## config.mk

```make
export PLATFORM = sky130hd
export DESIGN_NAME = osd_pixel_colorizer
export DESIGN_NICKNAME = d
export VERILOG_FILES = /design/src/rtl/osd_pixel_colorizer.sv
export SDC_FILE = /design/constraint.sdc
export NUM_CORES = 1
export LEC_CHECK = 0
export BUFFER_PORTS_ARGS = -buffer_cell sky130_fd_sc_hd__buf_2
export CAP_MARGIN = 30
export CELL_PAD_IN_SITES_DETAIL_PLACEMENT = 1
export CELL_PAD_IN_SITES_GLOBAL_PLACEMENT = 2
export CORE_ASPECT_RATIO = 0.8
export CORE_MARGIN = 5
export CORE_UTILIZATION = 32
export CTS_CLUSTER_DIAMETER = 30
export CTS_CLUSTER_SIZE = 20
export DETAILED_ROUTE_END_ITERATION = 7
export HOLD_SLACK_MARGIN = 0.12
export PLACE_DENSITY = 0.76
export SYNTH_ARGS = -nofsm -noshare
export SYNTH_HDL_FRONTEND = slang
export SYNTH_SLANG_ARGS = --single-unit
```

## constraint.sdc

```tcl
create_clock -name clk -period 1.78 [get_ports clk]
set_clock_uncertainty 0.1 [all_clocks]
set_input_delay 0.356 -clock clk [delete_from_list [all_inputs] [get_ports clk]]
set_output_delay 0.356 -clock clk [all_outputs]
set_load 0.02 [all_outputs]
```

## src/rtl/osd_pixel_colorizer.sv

```systemverilog
module osd_pixel_colorizer #(
  parameter int LINE_DOTS = 64,
  localparam int XW = (LINE_DOTS > 1) ? $clog2(LINE_DOTS) : 1
) (
  input  logic          clk,
  input  logic          rst_n,
  input  logic          disp_en,
  input  logic          frame_tick,
  input  logic          active,
  input  logic [XW-1:0] dot_x,
  input  logic          font_dot,
  input  logic [2:0]    fg_rgb,
  input  logic          blink_en,
  input  logic [2:0]    bg_rgb,
  input  logic [1:0]    bg_mode,
  input  logic [1:0]    blink_ratio,
  input  logic          blink_slow,
  input  logic [3:0]    out_pol,
  output logic          r_o,
  output logic          g_o,
  output logic          b_o,
  output logic          fb_o
);

  logic [6:0]           frame_cnt;
  logic [1:0]           phase;
  logic                 blink_off;
  logic                 eff;
  logic [LINE_DOTS-1:0] line_bits;
  logic                 left_q, upleft_q;
  logic                 shadow;
  logic [2:0]           rgb;
  logic                 fb;
  logic [3:0]           next_out;

  assign phase = blink_slow ? frame_cnt[6:5] : frame_cnt[5:4];

  always_comb begin
    unique case (blink_ratio)
      2'd0:    blink_off = phase[1];
      2'd1:    blink_off = (phase != 2'd0);
      2'd2:    blink_off = (phase == 2'd3);
      default: blink_off = 1'b0;
    endcase
  end

  assign eff    = font_dot & ~(blink_en & blink_off);
  assign shadow = ~eff & left_q & upleft_q;

  always_ff @(posedge clk) begin
    if (!rst_n) begin
      frame_cnt <= '0;
      line_bits <= '0;
      left_q    <= 1'b0;
      upleft_q  <= 1'b0;
    end else begin
      if (frame_tick) frame_cnt <= frame_cnt + 7'd1;
      if (frame_tick) line_bits <= '0;
      else if (active) line_bits[dot_x] <= eff;
      left_q   <= active & eff;
      upleft_q <= active & line_bits[dot_x];
    end
  end

  always_comb begin
    rgb = 3'b000;
    fb  = (bg_mode == 2'd3);
    if (active) begin
      if (eff) begin
        rgb = fg_rgb;
        fb  = 1'b1;
      end else if (bg_mode == 2'd1 || bg_mode == 2'd3 ||
                   (bg_mode == 2'd2 && shadow)) begin
        rgb = bg_rgb;
        fb  = 1'b1;
      end
    end
  end

  assign next_out = disp_en ? ({fb, rgb[0], rgb[1], rgb[2]} ^ out_pol) : out_pol;

  always_ff @(posedge clk) begin
    if (!rst_n) {fb_o, b_o, g_o, r_o} <= 4'b0000;
    else        {fb_o, b_o, g_o, r_o} <= next_out;
  end

endmodule


```

==> flow_summary.ini, run 1 <==
[status]
status = completed

[sta]
rsz0062_at_grt = yes
finalCritPeriodShare_pct = 98.6
drv_slew = 0
period_minus_slack_ns = 1.75
hold_viol_final = 0
setup_tns_ns = 0
setup_viol = 0
maxSlewHeadroom_pct = 75.5
worst_pin_slew_ns = 0.367
clock.fmax_mhz = 570

[floorplan]
initial_utilization_pct = 32.8
core_mm2 = 0.0123
pin_count = 32
dieArea_mm2 = 0.0149
fp.dieW_um = 135
rows = 36
dieHeight_um = 110

[routing]
drc_errors = 0
ant_nets = 0
via_count = 3797
wirelength_um = 12300
drt-initial-drc-count = 154
first_pass_iters = 4
wl_per_cell_um = 16.7
vias_per_cell = 5.15

[setup_path]
end_kind = flip-flop
required_ns = 1.96
critPathTopFamily = compound AO/OA/AOI/OAI gates
crit_chain = and3b_1 > a221o_1 > a31oi_4 > buf_6 > mux2i_2 > xor2_1 > and2_1
worstSetupStartpointType = flip-flop
crit_type = flip-flop to flip-flop
timing.rr.start = frame_cnt[4]
arrival_ns = 1.93
crit_fanout = 5
worstSetupStartpoint = frame_cnt[4]
crit_buf_inv = 1
crit_slowest_cell = dfxtp_2
slowest_delay_ns = 0.31

[clock_tree]
cts_tree = yes
clockBufferDepth = 2
cts_made_buffers = 9
clk_pin_slew_ns = 0.06
htreeDepth = 3
cts_root_buf = clkbuf_16
clock_sinks = 77
cts_hold_buf = 0
clk_latency_ns = 0.34

[logic_synthesis]
yosysSeqAreaShare_pct = 38.4
postSynthAreaPerCell_um2 = 7.76
yosys_warnings = 0
ys_ff_latch = 77
async_flop_share_pct = 0
synth_edf_count = 0
syn_area_mm2 = 0.00402
synth_nets = 547
syn-instance-count = 518
synth_cell_types = 50
ys.flop_type = dfxtp_1

[finish]
final_common_cell = nand2_1
antenna-diode-count = 0
drive_above_1_share_pct = 22.8
area_growth_pct = 24.8
nets = 591
layout.cells.most_common_list = nand2_1, dfxtp_1, a21oi_1, nor2_1, nand3_1
fillers = 1495

[pwr]
power_density_mw_per_mm2 = 774
p_leak_uw = 0.00173
peakVddDrop_mv = 0.453
power.total_uw = 3880

[hold_path]
hp-class = input port to flip-flop
min-delay-start = out_pol[2]

[place]
place_congestion = 0.815
dp_hpwl_um = 8790
port-buffer-count = 31

[job]
max-cap-violations = 0

[global_route]
grt_usage_pct = 17.0
grt_antenna_before_repair = 0
grt_pass1_vias = 3926
grt_overflow = 0
grt_pass1_wl_um = 20200
grt_max_degree = 65
cell type report:
cell class	instances	area [um2]	area share (%)
Clock buffer	11	243	4.84
Clock inverter	4	25.0	0.499
Inverter	2	7.51	0.150
Multi-Input combinational cell	393	2280	45.5
Sequential cell	77	1550	30.8
Tap cell	171	214	4.27
Timing Repair Buffer	79	698	13.9
flip-flops by register name, indices dropped and copies added (netlist names):
signal	flops
line_bits	64
frame_cnt	7
b_o	1
left_q	1
g_o	1
r_o	1
upleft_q	1
fb_o	1
cells by family after synthesis:
logic type      count (synthesis)  synth area share (%)
xor+xnor                        9                  1.96
simple gates                  235                  26.4
mux                            28                  9.12
compound gates                120                  17.5
fa+ha+maj                       1                 0.311
buf+inv                        48                  6.35
flops                          77                  38.4
cell usage after synthesis (all sizes together), types with 7 or more instances:
library cell	instances	area, um2
nand3	41	205
nand2	105	394
nor2	47	176
mux2i	16	160
a21oi	60	300
buf	19	146
o21ai	32	160
and2	11	68.8
dfxtp	77	1540
clkbuf	27	101
a221oi	7	67.6
and3	7	43.8
stage by stage:
step | util (%) | std cells | setup WS, ns | instance area, um2 | hold WS [ns]
2_1_floorplan | - | 518 | -0.0662 | 4070 | 0.332
3_3_place_gp | 37.6 | 718 | -0.411 | 4600 | 0.344
3_5_place_dp | 37.6 | 718 | -0.467 | 4600 | 0.352
4_1_cts | 39.9 | 733 | -0.0183 | 4890 | 0.232
5_1_grt | 40.9 | 737 | -0.0508 | 5010 | 0.226
6_report | 40.9 | 737 | 0.0256 | 5010 | 0.229
where the power goes:
group          internal (uW)  switching [uW]  total [uW]
clock                    970             719        1690
sequential              1740            8.35        1750
combinational            185             257         442
total                   2890             984        3880
path summary, 6_finish.rpt:
path	end	slack, ns	cells after the start
worst max-delay path	r_o	0.03	7
worst max register to register	r_o	0.03	7
worst min register to register	line_bits[40]	0.36	2
worst min-delay path	b_o	0.23	3
repair_timing:
item	CTS	global route
setup endpoints to repair	67	66
resized for setup	8	12
setup buffers	0	2
pin swaps	5	5
gates cloned	0	3
metal layers:
layer  part of all wire, %  routed length, um  up-vias  GRT usage [%]
met3                   2.2                271       12           3.18
met4                  0.88                109        0           4.17
met2                    50               6120       31           29.1
met5                     0                  0        -              0
met1                    47               5820     1883           22.2
li1                      -                  -     1871              -
tightest hold or removal path, stage by stage:
cell    delay (ns)
buf_2         0.08
xor2_1        0.05
and2_1        0.12
Note: power is estimated with default switching activity, not from simulation.
==> run 2: changes to the inputs <==
Settings changed: CORE_UTILIZATION 32 to 35, PLACE_DENSITY 0.76 to 0.79.
Clock period 1.78 ns to 1.7 ns, I/O delays scaled along.
==> run 2 against run 1 <==
  * The run now ends with setup timing left
  * Final cell count decreased by 3.1%
  * Combinational power rose by 5.7%
  * Sequential share of layout area is 0.13 points higher
  * Hold slack worse by 0.012 ns
  * Critical path depth up 1
  * Count of clock-buffer cells in the layout decreased by 1
  * Cell area down 0.50%
  * Register-to-register slack got worse by 0.09 ns
  * Clock power up 4%
  * First-iteration DRC count grew 25%
  * Critical path type is now input port to flip-flop
==> flow_summary.ini, run 2 (synthesis results as in run 1) <==
[status]
status = finished with violations
violations = setup timing

[routing]
first_pass_iters = 4
vias_per_cell = 5.30
wl_per_cell_um = 17.4
ant_nets = 0
wirelength_um = 12400
drt-initial-drc-count = 193
via_count = 3782
drc_errors = 0

[global_route]
grt_antenna_before_repair = 0
grt_usage_pct = 18.7
grt_pass1_wl_um = 20200
grt_overflow = 0
grt_max_degree = 44
grt_pass1_vias = 3881

[clock_tree]
clock_sinks = 77
htreeDepth = 3
clockBufferDepth = 2
cts_tree = yes
cts_hold_buf = 0
cts_root_buf = clkbuf_16
clk_pin_slew_ns = 0.06
cts_made_buffers = 9
clk_latency_ns = 0.34

[finish]
final_common_cell = nand2_1
antenna-diode-count = 0
reg_top3 = line_bits (64), frame_cnt (7)
layout.cells.most_common_list = nand2_1, dfxtp_1, a21oi_1, nor2_1, nand3_1
drive_above_1_share_pct = 23.5
largest_reg_flops = 64
nets = 590
largest-register = line_bits
utilization_pct = 43.8
area_growth_pct = 24.1
fin_area_mm2 = 0.00499

[setup_path]
slowest_delay_ns = 0.37
crit_slowest_cell = o311a_1
worstSetupStartpointType = input port
required_ns = 1.82
crit_chain = buf_6 > buf_4 > mux2_2 > nand2_1 > a31oi_1 > o21ai_1 > o2111ai_2 > o311a_1
crit_type = input port to flip-flop
crit_fanout = 13
timing.rr.start = line_bits[43]
end_kind = flip-flop
worstSetupStartpoint = dot_x[1]
arrival_ns = 1.91

[sta]
maxSlewHeadroom_pct = 78.1
setup_viol = 5
finalCritPeriodShare_pct = 105
whs_ns = 0.217
hold_viol_final = 0
rsz0062_at_grt = yes
clock.fmax_mhz = 559
final.setup.worst_slack_ns = -0.0890
period_minus_slack_ns = 1.79
worst_pin_slew_ns = 0.328
drv_slew = 0

[pwr]
pwr-share-comb_pct = 11.5
p_clk_share_pct = 43.4
swShare_pct = 26.1
peakVddDrop_mv = 0.450
p_int_uw = 3000
p_leak_uw = 0.00173
power_density_mw_per_mm2 = 814
switchingPower_uw = 1060
pwr-share-seq_pct = 45.1

[floorplan]
initial_utilization_pct = 35.3
dieHeight_um = 106
core_mm2 = 0.0114
dieArea_mm2 = 0.0137
pin_count = 32
rows = 35
fp.dieW_um = 130

[place]
post_dp_cell_area_mm2 = 0.00458
dp_hpwl_um = 8720
place_congestion = 0.874
port-buffer-count = 31

[job]
max-cap-violations = 0

[hold_path]
hp-class = input port to flip-flop
min-delay-start = out_pol[3]
## run 2: path summary, 6_finish.rpt
| check | slack, ns | endpoint | depth (start not counted) |
|---|---|---|---|
| worst min register to register | 0.36 | line_bits[44] | 2 |
| worst min-delay path | 0.22 | fb_o | 3 |
| worst max register to register | -0.06 | upleft_q | 5 |
| worst max-delay path | -0.09 | upleft_q | 8 |
## run 2: stage by stage
| step | total power [uW] | setup WS, ns | setup TNS (ns) | instances |
|---|---|---|---|---|
| after floorplan | 2130 | -0.130 | -0.257 | 518 |
| after global placement | 2280 | -0.474 | -21.79 | 694 |
| after detailed placement | 2300 | -0.492 | -25.26 | 694 |
| after CTS | 4120 | -0.0682 | -1.12 | 714 |
| after global routing | 4220 | -0.131 | -3.71 | 714 |
| final | 4060 | -0.0890 | -0.244 | 714 |
## run 2: worst max-delay path, delay by kind of cell
family / cells / cell delay (ns)
buf+inv: 2 / 0.31
mux: 1 / 0.32
compound gates: 4 / 0.86
simple gates: 1 / 0.07
## run 2: timing repair
| item | in CTS | in global routing |
|---|---|---|
| endpoints found under the setup margin | 70 | 70 |
| gates resized for setup | 17 | 3 |
| pin swaps | 13 | 6 |
| setup buffers | 2 | 1 |
| gates cloned | 2 | 0 |
## run 2: area by class of cell
type | count | area (um2)
Fill cell | 1354 | 6400
Multi-Input combinational cell | 393 | 2310
Sequential cell | 77 | 1550
Timing Repair Buffer | 78 | 671
Clock buffer | 10 | 229
Tap cell | 148 | 185
Clock inverter | 6 | 40.0
Inverter | 2 | 7.51
## run 2: power by group through the flow
| stage | combinational (uW) | clock, uW | sequential [uW] |
|---|---|---|---|
| 4_1_cts | 473 | 1810 | 1830 |
| 3_3_place_gp | 414 | 0 | 1870 |
| 2_1_floorplan | 249 | 0 | 1880 |
| 3_5_place_dp | 430 | 0 | 1870 |
| 6_report | 467 | 1760 | 1830 |
| 5_1_grt | 506 | 1890 | 1830 |
## run 2: layer usage
layer	wire length [um]	vias up	track usage [%]
met1	5860	1863	25.1
met2	6080	31	30.4
met3	366	14	4.05
met5	0	-	0
li1	-	1874	-
met4	121	0	4.67
